[src/rtl/fxp_pkg.sv]
package fxp_pkg;

    typedef enum logic {
        ST_EMPTY = 1'b0,
        ST_FULL  = 1'b1
    } res_state_t;

endpackage

[src/rtl/fxp_round_shift.sv]
module fxp_round_shift #(
    parameter int W    = 16,
    parameter int FRAC = 8,
    localparam int PW  = 2 * W + 1
) (
    input  logic [W-1:0]         op_a,
    input  logic [W-1:0]         op_b,
    output logic signed [PW-1:0] scaled
);
    localparam logic [PW-1:0] BIAS = {{(PW-1){1'b0}}, 1'b1} << (FRAC - 1);

    logic signed [PW-1:0] ext_a;
    logic signed [PW-1:0] ext_b;
    logic signed [PW-1:0] prod;
    logic signed [PW-1:0] biased;

    always_comb begin
        ext_a  = {{(PW-W){op_a[W-1]}}, op_a};
        ext_b  = {{(PW-W){op_b[W-1]}}, op_b};
        prod   = ext_a * ext_b;
        biased = prod + $signed(BIAS);
        scaled = biased >>> FRAC;
    end

endmodule

[src/rtl/fxp_clamp.sv]
module fxp_clamp #(
    parameter int W   = 16,
    localparam int PW = 2 * W + 1
) (
    input  logic signed [PW-1:0] wide,
    output logic [W-1:0]         narrow,
    output logic                 clipped
);
    localparam logic [W-1:0] MAXW = {1'b0, {(W-1){1'b1}}};
    localparam logic [W-1:0] MINW = {1'b1, {(W-1){1'b0}}};
    localparam logic signed [PW-1:0] HI = {{(PW-W){1'b0}}, MAXW};
    localparam logic signed [PW-1:0] LO = {{(PW-W){1'b1}}, MINW};

    always_comb begin
        if (wide > HI) begin
            narrow  = MAXW;
            clipped = 1'b1;
        end else if (wide < LO) begin
            narrow  = MINW;
            clipped = 1'b1;
        end else begin
            narrow  = wide[W-1:0];
            clipped = 1'b0;
        end
    end

    always_comb begin
        if (clipped) begin
            a_r5_r6_clip_extreme : assert (narrow == MAXW || narrow == MINW);
        end
    end

endmodule

[src/rtl/fxp_mul_rs.sv]
module fxp_mul_rs #(
    parameter int FRAC = 8
) (
    input  logic        clk,
    input  logic        rst,
    input  logic        in_valid,
    output logic        in_ready,
    input  logic [15:0] in_a,
    input  logic [15:0] in_b,
    output logic        out_valid,
    output logic [15:0] out_data,
    output logic        out_sat
);
    import fxp_pkg::*;

    localparam int W  = 16;
    localparam int PW = 2 * W + 1;

    generate
        if (FRAC < 1 || FRAC > W - 1) begin : g_bad_frac
            $error("FRAC must lie in 1..15");
        end
    endgenerate

    res_state_t           state, state_nx;
    logic                 take;
    logic signed [PW-1:0] scaled;
    logic [W-1:0]         clamped;
    logic                 clipped;

    assign in_ready = 1'b1;
    assign take     = in_valid && in_ready;

    fxp_round_shift #(.W(W), .FRAC(FRAC)) u_rs (
        .op_a   (in_a),
        .op_b   (in_b),
        .scaled (scaled)
    );

    fxp_clamp #(.W(W)) u_clamp (
        .wide    (scaled),
        .narrow  (clamped),
        .clipped (clipped)
    );

    always_comb begin
        state_nx = state;
        unique case (state)
            ST_EMPTY: state_nx = take ? ST_FULL : ST_EMPTY;
            ST_FULL:  state_nx = take ? ST_FULL : ST_EMPTY;
            default:  state_nx = ST_EMPTY;
        endcase
    end

    always_ff @(posedge clk) begin
        if (rst) state <= ST_EMPTY;
        else     state <= state_nx;
    end

    always_ff @(posedge clk) begin
        if (rst) begin
            out_data <= '0;
            out_sat  <= 1'b0;
        end else if (take) begin
            out_data <= clamped;
            out_sat  <= clipped;
        end
    end

    assign out_valid = (state == ST_FULL);

    a_r1_reset_clears : assert property (@(posedge clk)
        rst |=> (!out_valid && !out_sat && out_data == '0));

    a_r3_valid_follows : assert property (@(posedge clk) disable iff (rst)
        take |=> out_valid);

    a_r3_no_spurious : assert property (@(posedge clk) disable iff (rst)
        !take |=> !out_valid);

    a_r8_hold : assert property (@(posedge clk) disable iff (rst)
        !in_valid |=> ($stable(out_data) && $stable(out_sat)));

    a_r2_ready : assert property (@(posedge clk) disable iff (rst)
        in_ready);

    a_r5_sat_value : assert property (@(posedge clk) disable iff (rst)
        out_sat |-> (out_data == 16'h7FFF || out_data == 16'h8000));

endmodule

[config.mk]
export PLATFORM = sky130hd
export DESIGN_NAME = fxp_mul_rs
export DESIGN_NICKNAME = d
export VERILOG_FILES = /design/src/rtl/fxp_pkg.sv /design/src/rtl/fxp_round_shift.sv /design/src/rtl/fxp_clamp.sv /design/src/rtl/fxp_mul_rs.sv
export SDC_FILE = /design/constraint.sdc
export NUM_CORES = 1
export LEC_CHECK = 0
export ABC_AREA = 1
export BUFFER_PORTS_ARGS = -buffer_cell sky130_fd_sc_hd__buf_4
export CORE_AREA = 2 2 129 181
export DETAILED_ROUTE_END_ITERATION = 7
export DIE_AREA = 0 0 131 183
export GPL_TIMING_DRIVEN = 0
export PLACE_DENSITY = 0.9
export SYNTH_ARGS = -nofsm -noshare
export SYNTH_HDL_FRONTEND = slang
export SYNTH_HIERARCHICAL = 1
export SYNTH_SLANG_ARGS = --single-unit
export TNS_END_PERCENT = 20
[constraint.sdc]
create_clock -name clk -period 7.9 [get_ports clk]
set_input_delay 1.185 -clock clk [delete_from_list [all_inputs] [get_ports clk]]
set_output_delay 1.185 -clock clk [all_outputs]
set_load 0.02 [all_outputs]
# Word-level counts from Yosys, hierarchy flattened
# Index checks and enable logic that the tools add are counted.
[totals]
ff_bits = 18
mem_count = 0
mem_bits_rw = 0
mem_bits_ro = 0
inputBits = 35
out_inout_bits = 19
latchBits = 0
[classes]
n_eq_ne = 0
add_sub_neg = 1
div_mod_pow = 0
n_lt_le_gt_ge = 2
shift = 0
multipliers = 1
mux = 5
bitwise = 0
reduce_logical = 0
[op_table]
columns = ["cell", "n"]
rows = [
  ["$add A32 B9 Y33 const B", 1],
  ["$mul A16 B16 Y32", 1],
  ["$mux W16", 2],
  ["$gt A25 B16 Y1 const B", 1],
  ["$lt A25 B16 Y1 const B", 1],
  ["$mux W1", 3],
]

# Longest topological paths before layout
# Gate-level depths: netlist of the first run.
[logic_depth]
depth_word = 5
depth_mapped = 48
ltp_nobuf = 45

# Hierarchy
# Netlist of the first run, hierarchy kept.
[modules_own_cells]
columns = ["module", "area_per_inst_um2", "seq_area_each_um2", "n_inst", "cells_each"]
rows = [
  ["fxp_round_shift", 12031.5, 0.0, 1, 1718],
  ["fxp_mul_rs", 759.5, 360.3, 1, 113],
  ["fxp_clamp", 415.4, 0.0, 1, 91],
]

# Least setup slack after synthesis of the first run
# Ideal clock, no wire load.
[synth_timing]
path_kind = "in2reg"
start = "input in_b[5]"
end = "register out_data[11]"
n_path_buf = 4
path_stages = 41
slack_ns = -0.232
setup_ns = 0.114
required_time_ns = 7.786
t_arrival_ns = 8.018
cell_sequence = "clkbuf_1 -> clkbuf_1 -> nand2_1 -> fa_1 -> inv_1 -> fa_1 -> fa_1 -> fa_1 -> fa_1 -> inv_1 -> fa_1 -> inv_1 -> ha_1 -> nand2_1 -> inv_1 -> and3_1 -> and2_1 -> nand2_1 -> [5 not listed] -> nor2_1 -> nand3_1 -> nand2_1 -> inv_1 -> buf_4 -> nor2_1 -> nand2_1 -> nor2_1 -> nand2_1 -> nor2_1 -> nor2_1 -> nand2_4 -> buf_8 -> nand2_1 -> inv_1 -> nand2_1 -> nand2_1 -> nor2_2"
[synth_via]
elab_chain_cells = 5
[synth_rtl]
columns = ["item", "line", "text"]
rows = [
  ["from (decl)", "fxp_mul_rs.sv:9", "input logic [15:0] in_b,"],
  ["$mul A16 B16 Y32 *", "fxp_round_shift.sv:20", "prod = ext_a * ext_b;"],
  ["$add A32 B9 Y33 *", "fxp_round_shift.sv:21", "biased = prod + $signed(BIAS);"],
  ["named net scaled[24]", "fxp_mul_rs.sv:27", "logic signed [PW-1:0] scaled;"],
  ["$lt A25 B16 Y1", "fxp_clamp.sv:18", "end else if (wide < LO) begin"],
  ["$mux W16", "fxp_clamp.sv:18", ""],
  ["$mux W16 *", "fxp_clamp.sv:15", "if (wide > HI) begin"],
  ["named net clamped[11]", "fxp_mul_rs.sv:28", "logic [W-1:0] clamped;"],
  ["to (signal assigned)", "fxp_mul_rs.sv:65", "out_data <= clamped;"],
  ["to (decl)", "fxp_mul_rs.sv:11", "output logic [15:0] out_data,"],
]
# Mark *: on every way through the listed nets, which the timed path passes. The rest lies on a longest branch.
# A chain may end at the register's enable or synchronous reset.

# Worst setup path in the final report of the first run
[layout_timing]
start = "input in_b[6]"
end = "register out_data[11]"
# Same word-level chain as after synthesis.

==> results of run 1 <==
[per-stage QoR]
stage	hold WS [ns]	std cells	util	setup WS (ns)
global route	0.494	2330	0.726	-0.427
detailed placement	0.465	2251	0.617	-1.22
finish	0.471	2330	0.726	-0.0348
floorplan	0.544	1922	-	0.0342
CTS	0.472	2263	0.653	0.00205
global placement	0.460	2251	0.617	-1.14
[cell usage in the layout, fill, tap and decap left out, drive strengths merged, types with 4 or more instances in the layout]
| cell type | instances |
|---|---|
| a21oi | 22 |
| buf | 150 |
| clkbuf | 29 |
| dfxtp | 18 |
| fa | 261 |
| ha | 80 |
| inv | 596 |
| nand2 | 598 |
| nand3 | 58 |
| nand3b | 5 |
| nand4 | 19 |
| nor2 | 137 |
| nor3 | 4 |
| o21ai | 6 |
| o21bai | 4 |
| or2 | 4 |
| xnor2 | 8 |
| xor2 | 20 |
[worst register-to-register path: stages, from the launching register on]
cell and delay, ns:
dfxtp_1 0.34, nor2_1 0.05, nor2_1 0.14
[Yosys cell counts (all sizes together), types with 5 or more instances]
| cell type | n | share of area |
|---|---|---|
| nand2 | 598 | 0.18 |
| inv | 597 | 0.17 |
| fa | 261 | 0.40 |
| nor2 | 137 | 0.045 |
| ha | 80 | 0.076 |
| nand3 | 58 | 0.025 |
| clkbuf | 54 | 0.015 |
| a21oi | 22 | 0.0086 |
| xor2 | 20 | 0.017 |
| nand4 | 19 | 0.0090 |
| buf | 18 | 0.012 |
| dfxtp | 18 | 0.027 |
| xnor2 | 8 | 0.0053 |
| o21ai | 6 | 0.0034 |
| nand3b | 5 | 0.0028 |
[cell families after synthesis]
kind of cell	share of synthesized area
AO/OA/AOI/OAI	0.0149
XOR/XNOR	0.0225
adder cells (fa/ha/maj)	0.471
buffers and inverters	0.197
flip-flops	0.0273
other	0.000284
AND/OR/NAND/NOR	0.266
[final timing paths]
kind,from,endpoint,slack [ns],cells after the start
setup / recovery,in_b[6],out_data[11],-0.03,44
hold / removal,out_data[1],out_data[1],0.47,2
setup reg to reg,out_data[5],out_data[5],7.29,2
hold reg to reg,out_data[1],out_data[1],0.47,2
[metal layers]
layer / vias to the layer above / track usage
met4: 0 / 0.236
met1: 6032 / 0.354
li1: 5556 / -
met5: - / 0
met3: 369 / 0.0289
met2: 910 / 0.562
[layout make-up]
class                   count  area [sq um]
repair buffers            105           903
well taps                 301           377
flip-flops and latches     18           360
fillers                  1453          6140
inverters                 599          2260
clock buffers               3          75.1
plain buffers              71           772
multi-input cells        1233         11500
[repair_timing]
| action | 4_1_cts | 5_1_grt |
|---|---|---|
| setup buffers | 10 | 61 |
| gates resized for setup | 188 | 327 |
| setup endpoints to repair | 17 | 16 |
| hold buffers | 0 | 0 |
| pin swaps | 22 | 183 |
| gates cloned | 0 | 6 |
[registers in the layout (all words and copies together) (netlist names)]
name,flops
out_data,16
out_sat,1
out_valid,1
==> summary.txt, run 1 <==
Clock network
  • Clock latency on the worst-skew pair: roughly 0.25 ns
  • Clock slew seen by the registers of the worst setup and hold paths: 0.05 ns
  • Root Driver: clkbuf_16
  • Clock Tree Buf Depth: 2
  • Clock sinks: 18
  • Clock buffer count from CTS: 3
  • H-tree levels: 1
  • CTS tree: yes

Die
  • Die area: 0.0240 sq mm
  • Row count: 65
  • Die Y: 183 microns
  • Top Ports: between 50 and 60
  • Initial core utilization: 0.590
  • Die width: roughly 130 microns
  • Core Region: between 0.02 and 0.025 sq mm

Placed design
  • Cell Area, Placed: around 0.014 sq mm
  • GP Congestion: approximately 1.0
  • PortBufs: 28
  • Detailed Place HPWL: just under 30 mm

Setup path
  • Crit path max-delay family: adder cells
  • Crit path top cell by count: nand2_1
  • Crit path largest cell delay: ~0.63 ns
  • Startpoint types: input pin
  • Buf/Inv on CP: 10
  • CP endpoint kind: register
  • Setup CP Type: input pin to register
  • CP max FO: 10
  • Crit-path slowest cell: fa_2
  • WP data required: between 8 and 9 ns
  • CP arrival: approximately 8.1 ns

GRT
  • Number of global-route vias before repair: ~13,000
  • GRT Util Overall: 0.320
  • First-pass GRT wire length: just under 60 mm
  • Initial antenna violation count: 0
  • Gr ovfl total: 0
  • Pin count of the biggest net entering global routing: 16

Timing
  • Endpoints failing hold: 0
  • Slew headroom: 0.603
  • RSZ-0062 raised after global routing: true
  • Final Cycle Share: 1.00
  • F_max: roughly 130 MHz
  • Worst Clk Skew: 0 ns
  • Final setup violation count: 12
  • Slew @ Worst Pin: between 0.5 and 0.6 ns
  • Setup TNS Final: -0.192 ns
  • Max Slew Vio Count: 0
  • Period minus WS final: between 7 and 8 ns
  • Worst setup margin: -0.0348 ns

Min path
  • Hold/Removal Path Class: register to register

Logic synthesis
  • Flop and latch count out of synthesis: 18
  • Post-synth EDFFs: 0
  • Yosys cell types: between 40 and 50
  • Async S/R FF share, synth: 0
  • Yosys warns: 6
  • Prevailing post-synth register cell: dfxtp_1
  • Post-synthesis area per instance: just under 7 sq um
  • Syn Inst Count: approximately 1,900
  • Cell Area, Synth: between 0.01 and 0.015 sq mm
  • Seq/Total Area, Yosys: 0.0273
  • Synth Net Count: 2,298

Route
  • DR WL met2: approximately 21 mm
  • Via density: between 5 and 6
  • M1 WL: 12.9 mm
  • Number of iterations in the first detailed-routing pass: 7
  • Number of routed nets with antenna violations: 0
  • Routed length per instance: between 15 and 20 microns
  • Highest routed layer: met4
  • Detailed Route WL: ~42 mm
  • Total number of vias: around 13,000
  • DRC errors left: 0
  • Initial DRC Count: ~1,000
  • Met3 routed WL: around 3.8 mm

Final layout
  • Share of cells above drive strength 1: 0.245
  • Antenna diodes: 0
  • Design area: approximately 0.016 sq mm
  • Area Growth Syn to Fin: 22.9%
  • Nets: 2,407

Status
  • Violated checks: negative setup slack
  • Status: finished, violations left

Job
  • Max-cap viol count: 0
Power of run 1 is left out: the tool's default activity adds up to more than one toggle a clock period on the data nets, which glitch-free logic cannot reach.
==> run 2: changes to the inputs <==
--- a/config.mk
+++ b/config.mk
@@ -12,6 +12,7 @@
 export DIE_AREA = 0 0 131 183
 export GPL_TIMING_DRIVEN = 0
 export PLACE_DENSITY = 0.9
+export SETUP_SLACK_MARGIN = 0.02
 export SYNTH_ARGS = -nofsm -noshare
 export SYNTH_HDL_FRONTEND = slang
 export SYNTH_HIERARCHICAL = 1
==> run 2 against run 1 <==
Net effect: the flow finishes with violations (design-rule violations, negative setup slack); cell area increased by 1.8%; flip-flop and latch count is the same; clock-buffer cell count stayed put; non-clock buffer count grew 14; register-to-register slack hardly changed; first-iteration DRC count rose by 15%; critical path depth decreased by 1; utilization is 1.3 points higher; fmax shrank 1.9%; via count increased by 2.5%; worst hold slack worse by 0.0018 ns; critical endpoint unchanged.
==> summary.txt, run 2 (same netlist as run 1, synthesis figures left out) <==
Setup path
  • CP endpoint kind: register
  • Crit-path slowest cell: fa_1
  • WP data required: ~8.1 ns
  • Setup CP Type: input pin to register
  • Startpoint types: input pin
  • Crit path top cell by count: nand2_1
  • CP arrival: between 8 and 9 ns
  • Worst r2r dst: out_data[5]
  • FF-to-FF setup slack: between 7 and 8 ns
  • CP max FO: 10
  • CP Launch Point: in_b[10]
  • Worst r2r path cells: 2
  • Worst r2r src: out_data[5]
  • Crit path largest cell delay: about 0.59 ns
  • Critical Path End: out_data[11]

Route
  • Initial DRC Count: roughly 1,200
  • DRC errors left: 2
  • Detailed Route WL: about 45 mm
  • Total number of vias: approximately 13,000
  • Via density: 5.63
  • Number of routed nets with antenna violations: 0
  • Number of iterations in the first detailed-routing pass: 8
  • Routed length per instance: 19.1 microns

Final layout
  • Commonest non-fill, non-tap cell in the layout: inv_1
  • Largest reg by FF count: out_data
  • Antenna diodes: 0
  • Nets: approximately 2,400
  • Final Non-Filler Cells: ~2,300
  • Area Growth Syn to Fin: 25.1%
  • Share of cells above drive strength 1: 0.270
  • Util after Layout: 0.739
  • Most frequent cells in the layout: inv_1, nand2_1, fa_1
  • Number of flip-flops in the largest register: 16

Clock network
  • CTS tree: yes
  • Clock latency on the worst-skew pair: roughly 0.25 ns
  • Root Driver: clkbuf_16
  • Clock Tree Buf Depth: 2
  • H-tree levels: 1
  • Clock sinks: 18
  • Clock buffer count from CTS: 3
  • Clock slew seen by the registers of the worst setup and hold paths: about 0.050 ns

Die
  • Top Ports: 54
  • Die area: 0.0240 sq mm
  • Die width: 131 microns
  • Die Y: about 180 microns
  • Initial core utilization: 0.590
  • Core Region: around 0.022 sq mm
  • Row count: 65

Timing
  • Final Cycle Share: 1.02
  • Worst setup margin: -0.190 ns
  • Final setup violation count: 16
  • Setup TNS Final: -2.69 ns
  • Worst Clk Skew: 0 ns
  • Slew headroom: 0.581
  • RSZ-0062 raised after global routing: true
  • Slew @ Worst Pin: about 0.63 ns
  • F_max: 124 MHz
  • Max Slew Vio Count: 0
  • Endpoints failing hold: 0
  • Period minus WS final: a little over 8 ns

Placed design
  • Detailed Place HPWL: between 20 and 30 mm
  • # placed instances: around 2,300
  • PortBufs: 28
  • GP Congestion: 1.01

Job
  • Max-cap viol count: 0

GRT
  • Met1 usage: 0.359
  • Gr ovfl total: 0
  • Pin count of the biggest net entering global routing: 16
  • First-pass GRT wire length: 60.4 mm
  • Met3 Track Usage GR: 0.0347
  • GRT met2 Usage: 0.566
  • Initial antenna violation count: 0
  • GRT Util Overall: 0.325
  • Grt peak-use layer: met2
  • Number of global-route vias before repair: 13,000

Status
  • Violated checks: design-rule violations, negative setup slack
  • Status: finished, violations left

Min path
  • Hold depth: 2
  • Hold/Removal Path Class: register to register
  • Hold_sp: out_data[8]
-- run 2: changes by cell type in the layout (fill, tap and decap cells not counted), sizes merged --
cell / previous run / this run
clkinv: 2 / 3
clkbuf: 29 / 23
buf: 150 / 170
-- run 2: cell type report --
| class | count | area (sq um) |
|---|---|---|
| multi-input combinational | 1233 | 11600 |
| fill | 1393 | 5840 |
| inverter | 599 | 2260 |
| timing repair buffer | 119 | 1040 |
| buffer | 71 | 837 |
| tap | 301 | 377 |
| sequential | 18 | 360 |
| clock buffer | 3 | 75.1 |
| timing repair inverter | 1 | 6.26 |
-- run 2: timing repair --
action | 4_1_cts | 5_1_grt
cloned | 1 | 5
resized for setup | 191 | 394
setup endpoints to repair | 17 | 16
setup buffers | 15 | 71
pin swaps | 26 | 220
hold buffers | 0 | 0
-- run 2: worst min path at each step --
stage / end
after CTS: out_data[7]
after floorplan: out_data[0]
final: out_data[8]
after global routing: out_data[9]
after detailed placement: out_data[14]
after global placement: out_data[6]
-- run 2: worst max-delay path: cells and delay by family --
kind	cells	cell delay, ns
buffers and inverters	9	1.06
AND/OR/NAND/NOR	26	2.26
adder cells (fa/ha/maj)	7	3.54
AO/OA/AOI/OAI	1	0.15
-- run 2: metrics by stage --
step / cell area, sq um / setup WS, ns / hold WS [ns]
3_5_place_dp: 13800 / -1.22 / 0.465
4_1_cts: 14700 / 0.0203 / 0.472
5_1_grt: 16500 / -0.427 / 0.494
3_3_place_gp: 13800 / -1.14 / 0.460
6_report: 16500 / -0.190 / 0.470
2_1_floorplan: 13200 / 0.0342 / 0.544
-- run 2: routing by layer --
| metal | up-vias | share of wire |
|---|---|---|
| li1 | 5583 | - |
| met1 | 6150 | 0.30 |
| met2 | 1001 | 0.48 |
| met3 | 458 | 0.095 |
| met4 | 0 | 0.12 |
| met5 | - | 0 |
Power of run 2 is left out for the same reason.
